===== src/rtl/lane_gate_pkg.sv =====
package lane_gate_pkg;
  localparam int unsigned BYTE_W = 8;

  typedef enum logic [1:0] {
    SZ_BYTE = 2'd0,
    SZ_HALF = 2'd1,
    SZ_WORD = 2'd2,
    SZ_RSVD = 2'd3
  } acc_size_e;
endpackage


===== src/rtl/lane_mask_calc.sv =====
module lane_mask_calc
  import lane_gate_pkg::*;
#(
  parameter int unsigned LANES  = 4,
  parameter int unsigned LSB    = 3,
  parameter int unsigned MASK_W = 8,
  localparam int unsigned OFF_W = $clog2(LANES)
) (
  input  logic [1:0]        size_i,
  input  logic [OFF_W-1:0]  off_i,
  output logic [LANES-1:0]  lanes_o,
  output logic [MASK_W-1:0] mask_o,
  output logic              illegal_o
);
  acc_size_e size;
  assign size = acc_size_e'(size_i);

  always_comb begin
    lanes_o   = '0;
    illegal_o = 1'b0;
    unique case (size)
      SZ_BYTE: lanes_o = LANES'(1) << off_i;
      SZ_HALF: begin
        if (off_i == OFF_W'(LANES - 1)) illegal_o = 1'b1;
        else lanes_o = LANES'(3) << off_i;
      end
      SZ_WORD: lanes_o = {LANES{1'b1}};
      default: illegal_o = 1'b1;
    endcase
  end

  // full-word setup also sets the bit above the lane field
  always_comb begin
    mask_o = MASK_W'(lanes_o) << LSB;
    if (size == SZ_WORD) mask_o = mask_o | (MASK_W'(1) << (LSB + LANES));
  end

  always_comb begin
    if (size == SZ_BYTE)
      assert_byte_one_lane_R7: assert ($countones(lanes_o) == 1);
    if (size == SZ_HALF && !illegal_o)
      assert_half_two_lanes_R8: assert ($countones(lanes_o) == 2);
    if (illegal_o)
      assert_illegal_no_mask_R9: assert (mask_o == '0);
  end
endmodule


===== src/rtl/lane_ctl_reg.sv =====
module lane_ctl_reg #(
  parameter int unsigned LANES = 4,
  parameter int unsigned LSB   = 3,
  parameter int unsigned CW    = 32
) (
  input  logic             clk_i,
  input  logic             rst_ni,
  input  logic             we_i,
  input  logic [CW-1:0]    wdata_i,
  output logic [LANES-1:0] lanes_o,
  output logic [LANES-1:0] next_o
);
  logic [LANES-1:0] field;
  assign field = wdata_i[LSB +: LANES];

  always_ff @(posedge clk_i or negedge rst_ni) begin
    if (!rst_ni) lanes_o <= {LANES{1'b1}};
    else if (we_i) lanes_o <= field;
  end

  // setup write ordered ahead of a same-cycle data write
  assign next_o = we_i ? field : lanes_o;

  assert_ctl_load_R2: assert property (@(posedge clk_i) disable iff (!rst_ni)
    we_i |=> lanes_o == $past(wdata_i[LSB +: LANES]));
  assert_ctl_hold_R4: assert property (@(posedge clk_i) disable iff (!rst_ni)
    !we_i |=> $stable(lanes_o));
endmodule


===== src/rtl/lane_reg_array.sv =====
module lane_reg_array
  import lane_gate_pkg::*;
#(
  parameter int unsigned DEPTH = 8,
  parameter int unsigned LANES = 4,
  localparam int unsigned AW   = $clog2(DEPTH),
  localparam int unsigned DW   = LANES * BYTE_W
) (
  input  logic             clk_i,
  input  logic             rst_ni,
  input  logic             we_i,
  input  logic [AW-1:0]    addr_i,
  input  logic [LANES-1:0] be_i,
  input  logic [DW-1:0]    wdata_i,
  input  logic [AW-1:0]    rd_addr_i,
  output logic [DW-1:0]    rd_data_o
);
  logic [LANES-1:0][BYTE_W-1:0] mem_q [DEPTH];
  logic [DEPTH-1:0]             hit;

  for (genvar w = 0; w < DEPTH; w++) begin : g_hit
    assign hit[w] = we_i && (addr_i == AW'(w));
  end

  always_ff @(posedge clk_i or negedge rst_ni) begin
    if (!rst_ni) begin
      for (int w = 0; w < DEPTH; w++) mem_q[w] <= '0;
    end else begin
      for (int w = 0; w < DEPTH; w++)
        for (int b = 0; b < LANES; b++)
          if (hit[w] && be_i[b]) mem_q[w][b] <= wdata_i[b*BYTE_W +: BYTE_W];
    end
  end

  assign rd_data_o = (32'(rd_addr_i) < DEPTH) ? mem_q[rd_addr_i] : '0;

  for (genvar w = 0; w < DEPTH; w++) begin : g_chk
    assert_idle_word_R3: assert property (@(posedge clk_i) disable iff (!rst_ni)
      !hit[w] |=> $stable(mem_q[w]));
    for (genvar b = 0; b < LANES; b++) begin : g_lane
      assert_masked_byte_R3: assert property (@(posedge clk_i) disable iff (!rst_ni)
        (hit[w] && !be_i[b]) |=> $stable(mem_q[w][b]));
      assert_written_byte_R3: assert property (@(posedge clk_i) disable iff (!rst_ni)
        (hit[w] && be_i[b]) |=> mem_q[w][b] == $past(wdata_i[b*BYTE_W +: BYTE_W]));
    end
  end
endmodule


===== src/rtl/lane_gate_top.sv =====
module lane_gate_top
  import lane_gate_pkg::*;
#(
  parameter int unsigned DEPTH  = 8,
  parameter int unsigned LANES  = 4,
  parameter int unsigned LSB    = 3,
  parameter int unsigned MASK_W = 8,
  localparam int unsigned AW    = $clog2(DEPTH),
  localparam int unsigned DW    = LANES * BYTE_W,
  localparam int unsigned OFF_W = $clog2(LANES)
) (
  input  logic              clk_i,
  input  logic              rst_ni,
  input  logic              ctl_we_i,
  input  logic [DW-1:0]     ctl_wdata_i,
  input  logic              wr_en_i,
  input  logic [AW-1:0]     wr_addr_i,
  input  logic [1:0]        wr_size_i,
  input  logic [OFF_W-1:0]  wr_off_i,
  input  logic [DW-1:0]     wr_data_i,
  input  logic [AW-1:0]     rd_addr_i,
  output logic [DW-1:0]     rd_data_o,
  output logic [LANES-1:0]  lanes_o,
  output logic [MASK_W-1:0] mask_o,
  output logic              illegal_o,
  output logic              err_o
);
  logic [LANES-1:0] lanes_next;
  logic [LANES-1:0] size_lanes;
  logic [LANES-1:0] be;
  logic             do_wr;

  lane_ctl_reg #(.LANES(LANES), .LSB(LSB), .CW(DW)) u_ctl (
    .clk_i   (clk_i),
    .rst_ni  (rst_ni),
    .we_i    (ctl_we_i),
    .wdata_i (ctl_wdata_i),
    .lanes_o (lanes_o),
    .next_o  (lanes_next)
  );

  lane_mask_calc #(.LANES(LANES), .LSB(LSB), .MASK_W(MASK_W)) u_calc (
    .size_i    (wr_size_i),
    .off_i     (wr_off_i),
    .lanes_o   (size_lanes),
    .mask_o    (mask_o),
    .illegal_o (illegal_o)
  );

  assign do_wr = wr_en_i && !illegal_o;
  assign be    = lanes_next & {LANES{!illegal_o}};

  lane_reg_array #(.DEPTH(DEPTH), .LANES(LANES)) u_arr (
    .clk_i     (clk_i),
    .rst_ni    (rst_ni),
    .we_i      (do_wr),
    .addr_i    (wr_addr_i),
    .be_i      (be),
    .wdata_i   (wr_data_i),
    .rd_addr_i (rd_addr_i),
    .rd_data_o (rd_data_o)
  );

  always_ff @(posedge clk_i or negedge rst_ni) begin
    if (!rst_ni) err_o <= 1'b0;
    else err_o <= wr_en_i && illegal_o;
  end

  assert_err_raise_R9: assert property (@(posedge clk_i) disable iff (!rst_ni)
    (wr_en_i && illegal_o) |=> err_o);
  assert_err_pulse_R9: assert property (@(posedge clk_i) disable iff (!rst_ni)
    !(wr_en_i && illegal_o) |=> !err_o);
  assert_illegal_nowrite_R9: assert property (@(posedge clk_i) disable iff (!rst_ni)
    (wr_en_i && illegal_o && wr_addr_i == rd_addr_i) |=> $stable(rd_data_o));
  assert_size_lanes_R8: assert property (@(posedge clk_i) disable iff (!rst_ni)
    illegal_o |-> size_lanes == '0);
endmodule


===== config.mk =====
export PLATFORM = sky130hd
export DESIGN_NAME = lane_gate_top
export DESIGN_NICKNAME = d
export VERILOG_FILES = /design/src/rtl/lane_gate_pkg.sv /design/src/rtl/lane_mask_calc.sv /design/src/rtl/lane_ctl_reg.sv /design/src/rtl/lane_reg_array.sv /design/src/rtl/lane_gate_top.sv
export SDC_FILE = /design/constraint.sdc
export NUM_CORES = 1
export LEC_CHECK = 0
export ABC_AREA = 0
export BUFFER_PORTS_ARGS = -buffer_cell sky130_fd_sc_hd__buf_2
export CELL_PAD_IN_SITES_DETAIL_PLACEMENT = 1
export CELL_PAD_IN_SITES_GLOBAL_PLACEMENT = 2
export CORE_AREA = 2 2 164 166
export DETAILED_ROUTE_END_ITERATION = 16
export DIE_AREA = 0 0 166 168
export GPL_TIMING_DRIVEN = 0
export PLACE_DENSITY = 0.81
export SLEW_MARGIN = 20
export SYNTH_ARGS = -nofsm -noshare
export SYNTH_HDL_FRONTEND = slang
export SYNTH_SLANG_ARGS = --single-unit
export TNS_END_PERCENT = 100

===== constraint.sdc =====
create_clock -name clk_i -period 4.35 [get_ports clk_i]
set_input_delay 0.87 -clock clk_i [delete_from_list [all_inputs] [get_ports clk_i]]
set_output_delay 0.87 -clock clk_i [all_outputs]
set_load 0.1 [all_outputs]

==> metrics.txt <==
# TYPE chip_impl_metric gauge
chip_impl_metric{name="finish.cell_count_without_fillers",unit=""} 1206
chip_impl_metric{name="cts-hold-fix-buffers",unit=""} 0
chip_impl_info{name="cts-root-buf",value="sky130_fd_sc_hd__clkbuf_16"} 1
chip_impl_metric{name="share_of_the_synthesized_area_in_compound_gates_ao_oa_aoi_oai",unit="%"} 0.238
chip_impl_metric{name="clock_sinks",unit=""} 261
chip_impl_metric{name="share_clk_of_total_power",unit="%"} 30.1
chip_impl_metric{name="synth-edff-count",unit=""} 0
chip_impl_metric{name="gr-usage-met3",unit="%"} 2.75
chip_impl_metric{name="mappedNetlistArea",unit="mm^2"} 0.0121
chip_impl_metric{name="power_leakage",unit="nW"} 6.12
chip_impl_metric{name="post_synth_and_or_nand_nor_area_fraction",unit="%"} 4.24
chip_impl_metric{name="count_of_yosys_warnings_during_synthesis",unit=""} 0
chip_impl_metric{name="synth_xor_area_share",unit="%"} 0
chip_impl_info{name="tritoncts",value="yes"} 1
chip_impl_info{name="path_cells",value="clkbuf_1 -> clkbuf_1 -> mux4_2 -> mux2_2 -> buf_2"} 1
chip_impl_metric{name="timing.fmax",unit="MHz"} 246
chip_impl_info{name="ys_flop_type",value="sky130_fd_sc_hd__dfrtp_1"} 1
chip_impl_metric{name="timing.critical_path.depth",unit=""} 5
chip_impl_metric{name="grt_use_met2",unit="%"} 38.2
chip_impl_metric{name="clock_insertion_delay_worst_skew",unit="ns"} 0.54
chip_impl_info{name="crit_path_end_kind",value="output port"} 1
chip_impl_metric{name="share_of_post_route_cells_with_drive_strength_above_1",unit="%"} 60.3
chip_impl_metric{name="initialDrtViolationCount",unit=""} 352
chip_impl_metric{name="sequentialPowerShare",unit="%"} 42.1
chip_impl_metric{name="combPwrFrac",unit="%"} 27.7
chip_impl_metric{name="wire_per_inst",unit="um"} 23.8
chip_impl_metric{name="yosys-mux-area-fraction",unit="%"} 39.5
chip_impl_metric{name="reg_to_reg_setup_timing_slack",unit="ns"} 2.24
chip_impl_metric{name="cp.arrival",unit="ns"} 3.19
chip_impl_metric{name="antenna_found_initial",unit=""} 2
chip_impl_info{name="worst_setup_path_endpoint",value="rd_data_o[12]"} 1
chip_impl_metric{name="layout-area-overhead-vs-synth",unit="%"} 15.6
chip_impl_metric{name="route.vias.total",unit=""} 6857
chip_impl_metric{name="io_pins",unit=""} 124
chip_impl_metric{name="report.final.slew_viol_count",unit=""} 0
chip_impl_metric{name="report.final.hold_viol_count",unit=""} 0
chip_impl_metric{name="bufs_and_invs_on_worst_path",unit=""} 3
chip_impl_metric{name="io_buffer_count",unit=""} 86
chip_impl_info{name="rr_endpoint",value="u_arr.mem_q[168]"} 1
chip_impl_metric{name="post_synth_num_cell_types",unit=""} 32
chip_impl_metric{name="cts-resized-gates",unit=""} 0
chip_impl_metric{name="core_area",unit="mm^2"} 0.0264
chip_impl_metric{name="drtPass1Iterations",unit=""} 4
chip_impl_info{name="grt_setup_unrepaired",value="no"} 1
chip_impl_metric{name="globalplace.congestion",unit=""} 0.783
chip_impl_info{name="timing.critical_path.mode_cell",value="sky130_fd_sc_hd__clkbuf_1"} 1
chip_impl_metric{name="peakVddDrop",unit="mV"} 0.350
chip_impl_metric{name="r2r_cells",unit=""} 3
chip_impl_metric{name="critical_path.max_stage_delay",unit="ns"} 0.72
chip_impl_info{name="hold_class",value="in2async"} 1
chip_impl_metric{name="worstPathMaxFanout",unit=""} 10
chip_impl_metric{name="num-fill-cells",unit=""} 2441
chip_impl_metric{name="min_period_over_period",unit="%"} 93.4
chip_impl_metric{name="design.die.area",unit="mm^2"} 0.0279
chip_impl_metric{name="total_power",unit="mW"} 8.04
chip_impl_metric{name="worst_clock_skew",unit="ns"} 0.0199
chip_impl_metric{name="initial_core_util",unit="%"} 45.8
chip_impl_metric{name="nets",unit=""} 923
chip_impl_metric{name="std_cell_rows",unit=""} 60
chip_impl_info{name="family_of_cells_with_the_greatest_summed_delay_on_the_critical_path",value="buffers and inverters"} 1
chip_impl_metric{name="use_met1",unit="%"} 26.5
chip_impl_metric{name="synth_sequential_area_ratio",unit="%"} 54.1
chip_impl_metric{name="first_pass_grt_wire_length",unit="um"} 45500
chip_impl_metric{name="synth_seq_cells",unit=""} 261
chip_impl_metric{name="post_synth.cell_area_avg",unit="um^2"} 16.8
chip_impl_metric{name="groute.usage.overall",unit="%"} 21.0
chip_impl_metric{name="dp.cells",unit=""} 1151
chip_impl_metric{name="max-cap-violations",unit=""} 0
chip_impl_metric{name="post_cts_setup_buffer_count",unit=""} 0
chip_impl_info{name="run_status",value="finished, final reports clean"} 1
chip_impl_metric{name="required",unit="ns"} 3.48
chip_impl_metric{name="fraction_of_registers_with_async_set_reset",unit="%"} 100
chip_impl_metric{name="post_synth_fa_ha_maj_area_fraction",unit="%"} 0.414
chip_impl_metric{name="max_slew.worst_pin.slew",unit="ns"} 1.02
chip_impl_metric{name="clk_pin_slew",unit="ns"} 0.06
chip_impl_metric{name="synthesis.instances",unit=""} 720
chip_impl_metric{name="net-switching-power",unit="mW"} 2.61
chip_impl_metric{name="cts_buffers",unit=""} 29
chip_impl_metric{name="floorplan.die.height",unit="um"} 168
chip_impl_metric{name="finalWirelength",unit="um"} 28700
chip_impl_metric{name="internal-power",unit="mW"} 5.43
chip_impl_metric{name="finalSetupViolations",unit=""} 0
chip_impl_info{name="worst_path_cell_with_the_longest_stage_delay",value="sky130_fd_sc_hd__clkbuf_1"} 1
chip_impl_metric{name="max_slew_margin",unit="%"} 31.4
chip_impl_metric{name="post_drt_via_cell_ratio",unit=""} 5.69
chip_impl_metric{name="htreeDepth",unit=""} 1
chip_impl_metric{name="chipWidth",unit="um"} 166
chip_impl_metric{name="detail_route.drc_violations",unit=""} 0
chip_impl_info{name="busiest_layer",value="met2"} 1
chip_impl_metric{name="power_density",unit="mW/mm^2"} 576
chip_impl_info{name="crit_path_start",value="rd_addr_i[1]"} 1
chip_impl_info{name="r2r_start",value="u_ctl.lanes_o[1]"} 1
chip_impl_info{name="synth_top_family_by_area",value="multiplexers"} 1
chip_impl_metric{name="first_global_vias",unit=""} 7892
chip_impl_info{name="setup.worst_path.class",value="in2out"} 1
chip_impl_metric{name="grt_remaining_overflow",unit=""} 0
chip_impl_metric{name="dp_hpwl",unit="um"} 19500
chip_impl_metric{name="postRouteAntennaNets",unit=""} 0
chip_impl_metric{name="grt_max_degree",unit=""} 108
chip_impl_metric{name="clock_path_buffers",unit=""} 3
chip_impl_metric{name="finalCriticalPeriod",unit="ns"} 4.06
chip_impl_info{name="cp-start-kind",value="input port"} 1
chip_impl_metric{name="p_sw_share",unit="%"} 32.5
[kinds of logic after synthesis]
family	after synthesis
compound gates	5
fa+ha+maj	4
buf+inv	38
flops	261
mux	356
other cells	1
simple gates	55
[power by group through the flow]
| stage | combinational, mW | sequential [mW] | clock (mW) |
|---|---|---|---|
| 2_1_floorplan | 1.83 | 3.32 | 0 |
| 3_3_place_gp | 2.16 | 3.34 | 0 |
| 3_5_place_dp | 2.25 | 3.43 | 0 |
| 4_1_cts | 2.26 | 3.39 | 2.48 |
| 5_1_grt | 2.36 | 3.47 | 2.58 |
| 6_report | 2.23 | 3.39 | 2.42 |
[synth_stat cells (3+ instances only)]
master | n | share of area [%]
sky130_fd_sc_hd__mux2i_4 | 4 | 0.75
sky130_fd_sc_hd__buf_4 | 5 | 0.31
sky130_fd_sc_hd__inv_1 | 4 | 0.12
sky130_fd_sc_hd__nand3_1 | 12 | 0.50
sky130_fd_sc_hd__buf_2 | 8 | 0.33
sky130_fd_sc_hd__nor4_4 | 10 | 1.8
sky130_fd_sc_hd__dfrtp_1 | 257 | 53
sky130_fd_sc_hd__nor3_2 | 9 | 0.75
sky130_fd_sc_hd__mux2_1 | 8 | 0.75
sky130_fd_sc_hd__dfstp_2 | 4 | 0.87
sky130_fd_sc_hd__ha_1 | 4 | 0.41
sky130_fd_sc_hd__clkbuf_1 | 17 | 0.53
sky130_fd_sc_hd__nand2_1 | 5 | 0.16
sky130_fd_sc_hd__nor2_1 | 3 | 0.093
sky130_fd_sc_hd__mux2_2 | 280 | 26
sky130_fd_sc_hd__nor4bb_1 | 3 | 0.25
sky130_fd_sc_hd__nand2b_1 | 3 | 0.16
sky130_fd_sc_hd__clkinv_1 | 3 | 0.093
sky130_fd_sc_hd__mux4_2 | 64 | 12
[placed cells by master, fill, tap and decap left out, types with 2 or more instances in the layout]
cell / n
sky130_fd_sc_hd__mux2_2: 280
sky130_fd_sc_hd__dfrtp_1: 257
sky130_fd_sc_hd__buf_2: 93
sky130_fd_sc_hd__mux4_2: 64
sky130_fd_sc_hd__clkbuf_16: 29
sky130_fd_sc_hd__clkbuf_1: 24
sky130_fd_sc_hd__nand3_1: 12
sky130_fd_sc_hd__nor4_4: 10
sky130_fd_sc_hd__nor3_2: 9
sky130_fd_sc_hd__mux2_1: 8
sky130_fd_sc_hd__clkbuf_8: 7
sky130_fd_sc_hd__clkinv_2: 6
sky130_fd_sc_hd__nand2_1: 5
sky130_fd_sc_hd__buf_4: 5
sky130_fd_sc_hd__inv_1: 4
sky130_fd_sc_hd__mux2i_4: 4
sky130_fd_sc_hd__ha_1: 4
sky130_fd_sc_hd__dfstp_2: 4
sky130_fd_sc_hd__nor2_1: 3
sky130_fd_sc_hd__clkinv_1: 3
sky130_fd_sc_hd__nand2b_1: 3
sky130_fd_sc_hd__nor4bb_1: 3
sky130_fd_sc_hd__conb_1: 3
sky130_fd_sc_hd__diode_2: 2
sky130_fd_sc_hd__a21oi_1: 2
sky130_fd_sc_hd__nor2b_1: 2
sky130_fd_sc_hd__o21ai_0: 2
sky130_fd_sc_hd__nand4b_1: 2
sky130_fd_sc_hd__bufinv_16: 2
sky130_fd_sc_hd__buf_16: 2
[final cells by class]
class | count | area, um^2 | area share, %
flip-flops and latches | 261 | 6540 | 46.8
multi-input cells | 423 | 5380 | 38.5
clock buffers | 43 | 848 | 6.07
repair buffers | 88 | 495 | 3.55
well taps | 341 | 427 | 3.06
plain buffers | 31 | 145 | 1.04
clock inverters | 10 | 106 | 0.762
inverters | 7 | 26.3 | 0.188
diodes | 2 | 5.00 | 0.0358
[how the worst min path moves through the flow]
stage | end | cells past startpoint | startpoint | slack [ns]
after floorplan | u_arr.mem_q[112] | 1 | u_arr.mem_q[112] | 0.46
after global placement | u_arr.mem_q[121] | 1 | u_arr.mem_q[121] | 0.47
after detailed placement | u_arr.mem_q[114] | 1 | u_arr.mem_q[114] | 0.49
after CTS | u_arr.mem_q[71] | 1 | rst_ni | 0.30
after global routing | u_arr.mem_q[82] | 1 | rst_ni | 0.30
final | u_arr.mem_q[181] | 1 | rst_ni | 0.29
[metal layers]
layer	wire [um]	share of wire (%)
met1	12000	42
met2	15200	53
met3	874	3.0
met4	614	2.1
met5	0	0
[stage by stage]
stage	utilization (%)	instance area [um^2]	hold slack (ns)	worst slack [ns]	setup TNS [ns]
floorplan	-	12100	0.460	0.259	0
global placement	49.1	12900	0.468	-1.82	-464.04
detailed placement	49.4	13000	0.486	0.253	0
CTS	53.0	14000	0.296	0.251	0
global route	53.0	14000	0.301	0.155	0
finish	53.0	14000	0.286	0.287	0
[registers in the layout, summed over array words and instances, names as in the netlist]
name / flops
u_arr.mem_q: 256
err_o: 1
u_ctl.lanes_o: 4
[worst reg2reg max path, stage by stage (launching register included)]
cell and delay [ns]:
sky130_fd_sc_hd__dfstp_2 0.58, sky130_fd_sc_hd__mux2i_4 0.18, sky130_fd_sc_hd__nor4_4 0.79, sky130_fd_sc_hd__mux2_2 0.43
(Power assumes the default switching activity.)
